File: src/rtl/nand_ecc_pkg.sv
package nand_ecc_pkg;
    localparam int BYTE_W     = 8;
    localparam int BLK_ADDR_W = 8;
    localparam int LP_W       = 2 * BLK_ADDR_W;
    localparam int CP_W       = 6;
    localparam int CODE_BYTES = 3;
    localparam int POS_W      = $clog2(CODE_BYTES);

    typedef enum logic [1:0] {
        ECC_OFF  = 2'b00,
        ECC_ACC  = 2'b01,
        ECC_READ = 2'b10,
        ECC_CLR  = 2'b11
    } ecc_mode_e;

    typedef struct packed {
        logic [LP_W-1:0] lp;
        logic [CP_W-1:0] cp;
    } ecc_par_t;

    // column parity of one byte
    function automatic logic [CP_W-1:0] col_par(input logic [BYTE_W-1:0] b);
        logic [CP_W-1:0] c;
        c[0] = b[0] ^ b[2] ^ b[4] ^ b[6];
        c[1] = b[1] ^ b[3] ^ b[5] ^ b[7];
        c[2] = b[0] ^ b[1] ^ b[4] ^ b[5];
        c[3] = b[2] ^ b[3] ^ b[6] ^ b[7];
        c[4] = ^b[3:0];
        c[5] = ^b[7:4];
        return c;
    endfunction

    // read-out position to code byte number
    function automatic logic [1:0] read_order(input logic [POS_W-1:0] pos);
        case (pos)
            2'd0:    return 2'd1;
            2'd1:    return 2'd0;
            default: return 2'd2;
        endcase
    endfunction

    // inverted storage view of the parity state
    function automatic logic [BYTE_W-1:0] code_byte(input ecc_par_t p, input logic [1:0] sel);
        case (sel)
            2'd0:    return ~p.lp[7:0];
            2'd1:    return ~p.lp[15:8];
            default: return {~p.cp, 2'b11};
        endcase
    endfunction
endpackage

File: src/rtl/ecc_parity_acc.sv
module ecc_parity_acc
    import nand_ecc_pkg::*;
(
    input  logic                  clk,
    input  logic                  rst,
    input  ecc_mode_e             mode,
    input  logic                  fold_en,
    input  logic [BYTE_W-1:0]     fold_byte,
    output ecc_par_t              par
);
    logic [BLK_ADDR_W-1:0] addr;
    logic [LP_W-1:0]       lp_next;
    logic                  bpar;

    assign bpar = ^fold_byte;

    for (genvar k = 0; k < BLK_ADDR_W; k++) begin : g_line
        assign lp_next[2*k+1] = par.lp[2*k+1] ^ (bpar &  addr[k]);
        assign lp_next[2*k]   = par.lp[2*k]   ^ (bpar & ~addr[k]);
    end

    always_ff @(posedge clk) begin
        if (rst || mode == ECC_CLR) begin
            par  <= '0;
            addr <= '0;
        end else if (mode == ECC_ACC && fold_en) begin
            par.lp <= lp_next;
            par.cp <= par.cp ^ col_par(fold_byte);
            addr   <= addr + 1'b1;
        end
    end


    off_hold_chk: assert property (@(posedge clk) disable iff (rst)
        mode == ECC_OFF |=> $stable(par) && $stable(addr));

    clear_zero_chk: assert property (@(posedge clk) disable iff (rst)
        mode == ECC_CLR |=> par == '0 && addr == '0);

    addr_wrap_chk: assert property (@(posedge clk) disable iff (rst)
        mode == ECC_ACC && fold_en && addr == '1 |=> addr == '0);
endmodule

File: src/rtl/ecc_readout_seq.sv
module ecc_readout_seq
    import nand_ecc_pkg::*;
(
    input  logic             clk,
    input  logic             rst,
    input  ecc_mode_e        mode,
    input  logic             rd,
    output logic [POS_W-1:0] pos
);
    localparam logic [POS_W-1:0] LAST = POS_W'(CODE_BYTES - 1);

    always_ff @(posedge clk) begin
        if (rst || mode != ECC_READ)
            pos <= '0;
        else if (rd)
            pos <= (pos == LAST) ? '0 : pos + 1'b1;
    end


    pos_range_chk: assert property (@(posedge clk) disable iff (rst)
        pos <= LAST);

    restart_chk: assert property (@(posedge clk) disable iff (rst)
        mode != ECC_READ |=> pos == '0);

    wrap_chk: assert property (@(posedge clk) disable iff (rst)
        mode == ECC_READ && rd && pos == LAST |=> pos == '0);
endmodule

File: src/rtl/nand_ecc_accum.sv
module nand_ecc_accum
    import nand_ecc_pkg::*;
(
    input  logic        clk,
    input  logic        rst,
    input  logic [1:0]  ecc_mode,
    input  logic        dr_wr,
    input  logic [7:0]  dr_wdata,
    input  logic        dr_rd,
    input  logic [7:0]  flash_rdata,
    output logic        flash_rd_stb,
    output logic [7:0]  dr_rdata
);
    ecc_mode_e        mode;
    ecc_par_t         par;
    logic [POS_W-1:0] pos;
    logic             fold_en;
    logic [7:0]       fold_byte;

    assign mode      = ecc_mode_e'(ecc_mode);
    assign fold_en   = dr_wr || (dr_rd && mode != ECC_READ);
    assign fold_byte = dr_wr ? dr_wdata : flash_rdata;

    ecc_parity_acc u_acc (
        .clk       (clk),
        .rst       (rst),
        .mode      (mode),
        .fold_en   (fold_en),
        .fold_byte (fold_byte),
        .par       (par)
    );

    ecc_readout_seq u_seq (
        .clk  (clk),
        .rst  (rst),
        .mode (mode),
        .rd   (dr_rd),
        .pos  (pos)
    );

    assign flash_rd_stb = dr_rd && mode != ECC_READ;
    assign dr_rdata     = (mode == ECC_READ) ? code_byte(par, read_order(pos)) : flash_rdata;


    read_nofold_chk: assert property (@(posedge clk) disable iff (rst)
        mode == ECC_READ |=> $stable(par));

    no_strobe_chk: assert property (@(posedge clk) disable iff (rst)
        ecc_mode == 2'b10 |-> !flash_rd_stb);
endmodule

File: config.mk
export PLATFORM = sky130hd
export DESIGN_NAME = nand_ecc_accum
export DESIGN_NICKNAME = d
export VERILOG_FILES = /design/src/rtl/nand_ecc_pkg.sv /design/src/rtl/ecc_parity_acc.sv /design/src/rtl/ecc_readout_seq.sv /design/src/rtl/nand_ecc_accum.sv
export SDC_FILE = /design/constraint.sdc
export NUM_CORES = 1
export LEC_CHECK = 0
export BUFFER_PORTS_ARGS = -buffer_cell sky130_fd_sc_hd__buf_2
export CAP_MARGIN = 20
export CORE_UTILIZATION = 56
export CTS_BUF_LIST = sky130_fd_sc_hd__clkbuf_16
export DETAILED_ROUTE_END_ITERATION = 8
export PLACE_DENSITY = 0.88
export RECOVER_POWER = 100
export SYNTH_ARGS = -nofsm -noshare
export SYNTH_HDL_FRONTEND = slang
export SYNTH_SLANG_ARGS = --single-unit
File: constraint.sdc
create_clock -name clk -period 2.8 [get_ports clk]
set_clock_uncertainty 0.15 [all_clocks]
set_input_delay 0.56 -clock clk [delete_from_list [all_inputs] [get_ports clk]]
set_output_delay 0.56 -clock clk [all_outputs]
set_load 0.01 [all_outputs]
# After elaboration in Yosys (flattened, before gate mapping)
# Cells that the tools add are included.
[op_classes]
n_reduce_logical = 10
add_sub_neg = 2
n_mux = 5
bitwise = 56
eq_ne = 7
[op_table]
columns = ["operator", "n"]
rows = [
  ["$xor A1 B1 Y1", 28],
  ["$and A1 B1 Y1", 16],
  ["$mux W8", 2],
  ["$not A8 Y8", 2],
  ["$pmux W8 S2", 1],
  ["$add A8 B1 Y8 const B", 1],
  ["$not A1 Y1", 8],
  ["$reduce_xor A4 Y1", 2],
  ["$reduce_xor A8 Y1", 1],
  ["$eq A2 B1 Y1 const B", 3],
  ["$eq A2 B2 Y1 const B", 3],
  ["$not A6 Y6", 1],
  ["$xor A6 B6 Y6", 1],
  ["$logic_not A2 Y1", 2],
  ["$pmux W2 S2", 1],
  ["$logic_or A1 B1 Y1", 3],
  ["$add A2 B1 Y2 const B", 1],
  ["$logic_and A1 B1 Y1", 2],
  ["$mux W2", 1],
  ["$ne A2 B2 Y1 const B", 1],
]
[word_totals]
output_inout_bits = 9
ff_bits = 32
elab_cells = 84

# Depth between registers and ports, before layout
# Gate-level depths: netlist (run 1).
[logic_depth]
depth_word = 5
mapped_depth = 7

# Cells and area by module
# A second synthesis (run 1) with hierarchy kept.
[unflattened]
cells_unflattened = 215
area_unflattened_um2 = 1830.5
[by_module_without_submodules]
columns = ["module", "instances", "area_per_inst_um2", "cells_each", "seq_area_each_um2"]
rows = [
  ["ecc_parity_acc", 1, 1376.3, 161, 600.6],
  ["nand_ecc_accum", 1, 362.8, 45, 0.0],
  ["ecc_readout_seq", 1, 91.3, 9, 40.0],
]

# Worst setup path before layout (run 1)
# No wires, ideal clock.
[synth_path]
path_kind = "input to register"
startpoint = "input dr_wr"
endpoint = "register, netlist name u_acc.par[20]"
required_ps = 2580
path_slack_ps = 553
n_path_buf = 2
t_arrival_ps = 2027
cell_stages = 7
path_cell_list = "buf_2 mux2i_1 xnor2_2 xnor2_1 clkbuf_1 or4_1 a21oi_1"
[synth_via]
elab_chain_cells = 4
elab_cells_between_ends = 6
cone_classes = "mux: 1; bitwise: 2; reduce/logical: 3"
[synth_lines]
columns = ["item", "line", "rtl"]
rows = [
  ["start: declaration", "nand_ecc_accum.sv:7", "input logic dr_wr,"],
  ["$mux W8", "nand_ecc_accum.sv:22", "assign fold_byte = dr_wr ? dr_wdata : flash_rdata;"],
  ["$reduce_xor A8 Y1", "ecc_parity_acc.sv:15", "assign bpar = ^fold_byte;"],
  ["$and A1 B1 Y1", "ecc_parity_acc.sv:19", "assign lp_next[2*k] = par.lp[2*k] ^ (bpar & ~addr[k]);"],
  ["$xor A1 B1 Y1", "ecc_parity_acc.sv:19", ""],
]
# Parallel ways exist; a longest one is shown, timed or not.
# A chain may end at the register's enable or synchronous reset.

# Worst setup path after layout (run 1)
[layout_path]
startpoint = "input dr_wr"
endpoint = "register, netlist name u_acc.par[10]"
[layout_via]
elab_chain_cells = 4
elab_cells_between_ends = 6
cone_classes = "mux: 1; bitwise: 2; reduce/logical: 3"
[layout_lines]
columns = ["item", "line"]
rows = [
  ["$mux W8", "nand_ecc_accum.sv:22"],
  ["$reduce_xor A8 Y1", "ecc_parity_acc.sv:15"],
  ["$and A1 B1 Y1", "ecc_parity_acc.sv:19"],
  ["$xor A1 B1 Y1", "ecc_parity_acc.sv:19"],
]
# Parallel ways exist; a longest one is shown, timed or not.

==> impl_metrics.ini, run 1 <==
[run_status]
status = finished, final reports clean

[place]
dp_hpwl_mm = 2.86
port_buffers = 30
place_congestion = 0.880
placed_cell_area_um2 = 2030

[min_path]
hold_path_class = in2reg
holdPathStages = 2

[setup_path]
worst_setup_path_start_kind = input port
r2r_end = u_acc.addr[5]$_SDFFE_PP0P_
critPathMaxFanout = 25
critPathKind = in2reg
rr_worst_depth = 4
rrSetupSlack_ns = 1.45
end_kind = flop
reg2reg_from = u_acc.addr[2]$_SDFFE_PP0P_
arrival_ns = 2.52
crit_start = dr_wr
crit_end = u_acc.par[10]$_SDFFE_PP0P_
worstPathRequired_ns = 2.86

[clocking]
cts-resized-gates = 0
clock-root-buffer = clkbuf_16
cts_buffers = 5
tritoncts = done
path_clk_slew_ns = 0.05
ctsHtreeMaxLevel = 2
clk_latency_ns = 0.27
cts_setup_buffers = 0
clk_path_buf_depth = 2
ctsHoldBuffers = 0
cts_sinks = 32

[power]
total_power_uw = 1260
ir_drop_mv = 0.469
pwr_density_cell_nw_per_um2 = 586
p_leak_uw = 0.000787

[logic_synthesis]
synth.top_cells.by_area = dfxtp_1 (34%), xor2_1 (8.0%), a21oi_1 (7.8%)
ys_ff_latch = 32
async_flop_share_pct = 0
synth_area_per_cell_um2 = 7.92
synthDistinctLibCells = 27
yosys.area.top_type_share_pct = 34.4
ys_warn_count = 0
synth-edff-count = 0
ys.flop_type = dfxtp_1
ys_seq_area_share_pct = 34.4
syn_nets = 258
netlist_instances = 235
synth.cell_area_um2 = 1860
synth_top_area_cell = dfxtp_1

[sta]
tightest_slew_ns = 0.596
post-route-period-util_pct = 88.1
relSlewSlack_pct = 60.3
setup_viol = 0
fin_crit_ns = 2.47
hold_viol_final = 0
final_max_slew_viol_count = 0
rsz0062_at_grt = no
fmax_mhz = 405

[global_route]
grt_max_degree = 33
grt_pass1_wl_mm = 6.58
track_usage_pct = 25.4
antenna_found_initial = 0
grt_pass1_vias = 1513
grt_overflow_total = 0

[routing]
first_pass_iters = 4
wl_per_cell_um = 13.7
drt_iter0_markers = 83
antenna_left = 0
wl_mm = 4.16
vias = 1719
drc_errors = 0
viasPerCell = 5.65

[die]
die_y_um = 59.6
die_w_um = 59.6
start_util_pct = 60.0
rows = 20
core_um2 = 3100
die_area_um2 = 3560
ios = 31

[job]
drv_cap = 0

[final_layout]
antenna_cells = 0
final_cell_mix = dfxtp_1 (32), a21oi_1 (29), nand2_1 (26)
final_cell_area_um2 = 2150
area_growth_pct = 15.8
final_common_cell = dfxtp_1
drive_gt1_share_pct = 12.7
layout.nets = 283
==> synthesized netlist by cell type (3+ instances only) <==
master	number
nor3_1	3
a21oi_1	29
o21ai_0	8
buf_2	4
o21ai_1	20
xor2_1	17
xnor2_1	11
nand2_1	26
nor2_1	14
o31ai_1	8
or3_1	14
or4_1	8
dfxtp_1	32
clkbuf_1	13
mux2i_1	12
==> area by class of cell <==
class                      instances  area (um2)
multi-input combinational        184        1140
fill                             284         948
sequential                        32         641
timing repair buffer              35         183
clock buffer                       5         125
tap                               44        55.1
clock inverter                     2        7.51
inverter                           2        7.51
==> where the power goes <==
group | switching [uW] | total (uW) | internal (uW)
Sequential | 13.9 | 486 | 472
Combinational | 168 | 278 | 109
Clock | 181 | 498 | 317
==> layer usage <==
layer  track usage (%)  part of all wire (%)  routed length [um]
met1              29.9                    46                1910
met2              42.4                    46                1930
met3              7.86                   6.0                 250
met4              10.6                   1.6                  65
met5                 0                     0                   0
==> per-stage QoR <==
step	setup TNS [ns]	utilization [%]	std cells	setup WS [ns]	hold slack [ns]
floorplan	0	-	235	0.553	0.301
global placement	0	65.6	296	0.0429	0.311
detailed placement	-0.0239	65.6	296	-0.00849	0.324
CTS	0	69.8	303	0.255	0.329
global route	0	69.4	304	0.167	0.337
finish	0	69.4	304	0.334	0.331
==> worst min-delay path by stage <==
stage	start	end
6_report	rst	u_seq.pos[1]$_SDFFE_PP0P_
2_1_floorplan	u_acc.par[16]$_SDFFE_PP0P_	u_acc.par[16]$_SDFFE_PP0P_
5_1_grt	rst	u_seq.pos[0]$_SDFFE_PP0P_
4_1_cts	rst	u_seq.pos[1]$_SDFFE_PP0P_
3_5_place_dp	u_acc.par[18]$_SDFFE_PP0P_	u_acc.par[18]$_SDFFE_PP0P_
3_3_place_gp	u_acc.par[16]$_SDFFE_PP0P_	u_acc.par[16]$_SDFFE_PP0P_
==> registers in the layout (all words and copies together) (netlist names) <==
name        count
u_acc.addr      8
u_acc.par      22
u_seq.pos       2
==> worst max-delay path: stages <==
cell	delay (ns)
clkbuf_1	0.32
mux2i_1	0.38
xnor2_1	0.28
xnor2_2	0.21
buf_8	0.21
or4_1	0.41
a21oi_1	0.16
==> kinds of logic (layout without fill, tap and decap cells) <==
group           count (synthesis)  count (layout)  share of synthesized area, %
buf+inv                        19              44                          4.10
mux                            12              12                          6.46
compound gates                 68              68                          19.9
simple gates                   73              73                          19.5
xor+xnor                       30              30                          14.9
flops                          32              32                          34.4
fa+ha+maj                       1               1                         0.672
Note: power is estimated with default switching activity, not from simulation.
==> run 2, diff against run 1 <==
ABC_AREA = 1   (was default)
CORE_UTILIZATION = 57   (was 56)
==> impl_metrics.ini, run 2 <==
[power]
ir_drop_mv = 0.440
pwr_density_cell_nw_per_um2 = 494
p_leak_uw = 0.00114

[min_path]
worstHoldStart = u_acc.par[3]$_SDFFE_PP0P_
min_to = u_acc.par[3]$_SDFFE_PP0P_
hold_path_class = reg2reg
holdPathStages = 2

[final_layout]
area_growth_pct = 12.1
regMostFlops = u_acc.par
nFillCells = 320
drive_gt1_share_pct = 17.6
final_cell_mix = nand2_1 (103), inv_1 (46), nor2_1 (41)
largest_reg_flops = 22
largestRegisters = u_acc.par: 22 flops, u_acc.addr: 8 flops, u_seq.pos: 2 flops
final_common_cell = nand2_1
antenna_cells = 0
layout.nets = 399

[clocking]
clock-root-buffer = clkbuf_16
path_clk_slew_ns = 0.05
ctsHtreeMaxLevel = 2
tritoncts = done
cts_sinks = 32
clk_path_buf_depth = 2
cts_buffers = 5
clk_latency_ns = 0.27
cts-resized-gates = 0
cts_setup_buffers = 0
ctsHoldBuffers = 0

[logic_synthesis]
ys_seq_area_share_pct = 29.2
yosys.area.top_type_share_pct = 29.2
yosysMostFrequentCell = nand2_1
synthMuxAreaShare_pct = 0
synth-edff-count = 0
synthXorXnorAreaFrac_pct = 2.40
synthDistinctLibCells = 25
synth_compound_area_share_pct = 16.4
async_flop_share_pct = 0
ys.flop_type = dfxtp_1
synthSimpleGateAreaFrac_pct = 39.3
netlist_instances = 345
synthTopCellsByCount = nand2_1 (100), inv_1 (45), nor2_1 (41), dfxtp_1 (32), a21oi_1 (23)
synth_top_area_cell = dfxtp_1
synth.cell_area_um2 = 2190
syn_nets = 368
synth_top_family_by_area = simple AND/OR/NAND/NOR gates
synth.top_cells.by_area = dfxtp_1 (29%), nand2_1 (17%), inv_1 (7.7%)
synth_area_per_cell_um2 = 6.35
ys_ff_latch = 32
synthAdderAreaFrac_pct = 0.571
ys_warn_count = 0

[die]
die_w_um = 64.0
ios = 31
rows = 22
start_util_pct = 59.9
die_y_um = 64.0
die_area_um2 = 4100
core_um2 = 3660

[global_route]
grt_pass1_vias = 1999
grt_pass1_wl_mm = 8.42
grt_overflow_total = 0
track_usage_pct = 26.2
grt_max_degree = 30
antenna_found_initial = 0

[sta]
rsz0062_at_grt = no
fmax_mhz = 409
final_max_slew_viol_count = 0
finalWorstSetupSlack_ns = 0.358
fin_crit_ns = 2.44
post-route-period-util_pct = 87.2
hold_viol_final = 0
setup_viol = 0
tightest_slew_ns = 0.342
fin_setup_tns_ns = 0
relSlewSlack_pct = 77.1

[setup_path]
critPathMaxFanout = 9
rrSetupSlack_ns = 1.26
worst_setup_path_start_kind = flop
critPathMaxStageDelay_ns = 0.32
worstPathRequired_ns = 2.09
slowest_stage = dfxtp_1
crit_chain = inv_1 -> nand2_1 -> o21ai_0 -> nor2_1 -> a21oi_1 -> clkbuf_1
critPathKind = reg2out
r2r_end = u_acc.addr[6]$_SDFFE_PP0P_
rr_worst_depth = 6
reg2reg_from = u_acc.addr[1]$_SDFFE_PP0P_
arrival_ns = 1.73
end_kind = output pin

[routing]
wl_mm = 4.99
first_pass_iters = 4
drt_iter0_markers = 94
viasPerCell = 5.16
vias = 2188
antenna_left = 0
drc_errors = 0
wl_per_cell_um = 11.8

[place]
place_congestion = 0.874
dp_slack_ns = 0.347
port_buffers = 30
dp_hpwl_mm = 3.83

[run_status]
status = finished, final reports clean

[job]
drv_cap = 0
[run 2: kinds of logic after synthesis]
kind of cell | Yosys count
AND/OR/NAND/NOR | 190
buffers and inverters | 56
flip-flops | 32
AO/OA/AOI/OAI | 60
adder cells (fa/ha/maj) | 1
XOR/XNOR | 6
[run 2: power by group]
group	switching [uW]	internal, uW
logic	155	84.1
registers	8.74	470
clock network	179	318
total	343	872
[run 2: final cells by class]
class / count / area, um2 / area share [%]
clock inverters: 2 / 8.76 / 0.356
well taps: 48 / 60.1 / 2.44
repair buffers: 33 / 161 / 6.57
multi-input cells: 257 / 1280 / 52.0
flip-flops and latches: 32 / 641 / 26.1
inverters: 47 / 184 / 7.48
clock buffers: 5 / 125 / 5.09
[run 2: layer usage]
layer,vias up,share of wire [%],global-route usage (%)
met5,-,0,0
met4,0,1.5,10.2
met3,9,4.0,5.00
met2,43,49,45.1
met1,983,45,31.9
li1,1153,-,-
[run 2: per-stage QoR]
stage               total power, uW  std cells  hold WS, ns  util [%]  area (um2)
floorplan                       675        345        0.289         -        2190
global placement                722        417        0.304      64.1        2350
detailed placement              730        417        0.309      64.1        2350
CTS                            1220        424        0.318      67.8        2480
global route                   1270        424        0.347      67.1        2460
finish                         1210        424        0.321      67.1        2460
[run 2: worst max-delay path, delay by kind of cell, from the launching register on]
family	cells	cell delay [ns]
buffers and inverters	2	0.37
flip-flops	1	0.32
AND/OR/NAND/NOR	2	0.32
AO/OA/AOI/OAI	2	0.45
[run 2: worst max path at each step]
stage                                       to                       from  slack (ns)  cells after the start
floorplan           u_acc.par[20]$_SDFFE_PP0P_                      dr_wr        0.73                     16
global placement    u_acc.par[20]$_SDFFE_PP0P_                      dr_wr        0.42                     14
detailed placement  u_acc.par[20]$_SDFFE_PP0P_                      dr_wr        0.35                     14
CTS                                dr_rdata[3]  u_seq.pos[1]$_SDFFE_PP0P_        0.46                      6
global route                       dr_rdata[3]  u_seq.pos[1]$_SDFFE_PP0P_        0.23                      6
finish                             dr_rdata[3]  u_seq.pos[1]$_SDFFE_PP0P_        0.36                      6
==> run 3, diff against run 2 <==
CORE_UTILIZATION = 59   (was 57)
CTS_BUF_LIST = sky130_fd_sc_hd__clkbuf_8   (was sky130_fd_sc_hd__clkbuf_16)
PLACE_DENSITY = 0.91   (was 0.88)
clock period = 2.3 ns   (was 2.8 ns; I/O delays follow)
==> impl_metrics.ini, run 3 (synthesized netlist as in run 2, its figures left out) <==
[run_status]
status = finished, final reports clean

[power]
ir_drop_mv = 0.408
switchingPower_uw = 428
pwr_density_cell_nw_per_um2 = 538
p_leak_uw = 0.00114
internal_power_uw = 887
p_clk_share_pct = 32.8
combPwrFrac_pct = 22.9
swShare_pct = 32.6
p_seq_share_pct = 44.2
total_power_uw = 1320

[routing]
drc_errors = 0
wl_per_cell_um = 12.4
first_pass_iters = 4
drt_iter0_markers = 126
antenna_left = 0
wl_mm = 5.27
vias = 2231
viasPerCell = 5.24

[final_layout]
nFillCells = 299
largestRegisters = u_acc.par: 22 flops, u_acc.addr: 8 flops, u_seq.pos: 2 flops
final_cell_mix = nand2_1 (100), inv_1 (44), nor2_1 (40)
layout.nets = 402
multi_input_area_um2 = 1290
drive_gt1_share_pct = 20.5
final_common_cell = nand2_1
regMostFlops = u_acc.par
antenna_cells = 0
area_growth_pct = 11.5
seqCellArea_um2 = 641
final-instance-count-excl-fill = 426
largest_reg_flops = 22

[job]
drv_cap = 0

[clocking]
clk_latency_ns = 0.29
cts_sinks = 32
cts_setup_buffers = 0
path_clk_slew_ns = 0.07
clock-root-buffer = clkbuf_8
cts-resized-gates = 0
ctsHoldBuffers = 0
cts_buffers = 5
tritoncts = done
ctsHtreeMaxLevel = 2
clk_path_buf_depth = 2

[sta]
fmax_mhz = 463
relSlewSlack_pct = 80.1
hold_viol_final = 0
tightest_slew_ns = 0.299
post-route-period-util_pct = 93.9
finalWorstSetupSlack_ns = 0.140
rsz0062_at_grt = no
setup_viol = 0
final_max_slew_viol_count = 0
fin_setup_tns_ns = 0
fin_crit_ns = 2.16

[die]
start_util_pct = 63.7
die_area_um2 = 3960
die_w_um = 63.0
die_y_um = 63.0
ios = 31
rows = 21
core_um2 = 3440

[place]
place_congestion = 0.896
dp_slack_ns = 0.00648
port_buffers = 30
post-place-cells = 418
dp_hpwl_mm = 4.03

[global_route]
grt_max_degree = 30
track_usage_pct = 29.1
antenna_found_initial = 0
grt_pass1_vias = 2100
grt_pass1_wl_mm = 9.04
grt_overflow_total = 0

[setup_path]
worstPathRequired_ns = 1.69
critPathKind = reg2out
end_kind = output pin
arrival_ns = 1.55
critPathMaxFanout = 6
worst_setup_path_start_kind = flop

[min_path]
hold_path_class = in2reg
-- run 3: cell count changes in the layout (fill, tap and decap cells not counted), sizes merged --
cell / before / now
clkinv: 1 / 3
clkbuf: 14 / 13
inv: 48 / 47
buf: 24 / 28
-- run 3: path summary, 6_finish.rpt --
kind                            slack [ns]                  startpoint  depth (start not counted)                    endpoint
worst max-delay path                  0.14   u_seq.pos[1]$_SDFFE_PP0P_                          6                 dr_rdata[5]
worst min-delay path                  0.26                       dr_rd                          2   u_seq.pos[0]$_SDFFE_PP0P_
worst max register to register        0.62  u_acc.addr[1]$_SDFFE_PP0P_                          6  u_acc.addr[6]$_SDFFE_PP0P_
worst min register to register        0.32   u_acc.par[2]$_SDFFE_PP0P_                          2   u_acc.par[2]$_SDFFE_PP0P_
-- run 3: power groups by stage --
stage | logic, uW | registers, uW | clock network [uW]
6_report | 302 | 582 | 432
5_1_grt | 336 | 583 | 469
4_1_cts | 303 | 581 | 435
3_5_place_dp | 300 | 594 | 0
3_3_place_gp | 291 | 593 | 0
2_1_floorplan | 231 | 590 | 0
-- run 3: per-layer routing --
layer / wire length (um) / GRT usage (%) / vias up
met5: 0 / 0 / -
met4: 85 / 11.0 / 0
met3: 320 / 5.47 / 9
met2: 2620 / 50.8 / 71
met1: 2250 / 34.9 / 993
li1: - / - / 1158
-- run 3: cell type report --
type | count | area share [%]
Clock inverter | 3 | 0.768
Multi-Input combinational cell | 257 | 52.9
Inverter | 47 | 7.53
Clock buffer | 5 | 2.82
Timing Repair Buffer | 36 | 7.42
Sequential cell | 32 | 26.2
Tap cell | 46 | 2.36
-- run 3: worst max-delay path, stage by stage (launching register included) --
cell      delay, ns
dfxtp_1        0.34
nor2_2         0.21
inv_1          0.16
o22ai_1        0.16
nor2_1         0.06
a21oi_1        0.17
clkbuf_1       0.17
-- run 3: metrics by stage --
step	hold WS, ns	instance area [um2]	util (%)
after floorplan	0.289	2190	-
after global placement	0.302	2370	68.8
after detailed placement	0.306	2370	68.8
after CTS	0.251	2450	71.3
after global routing	0.275	2440	71.0
final	0.258	2440	71.0
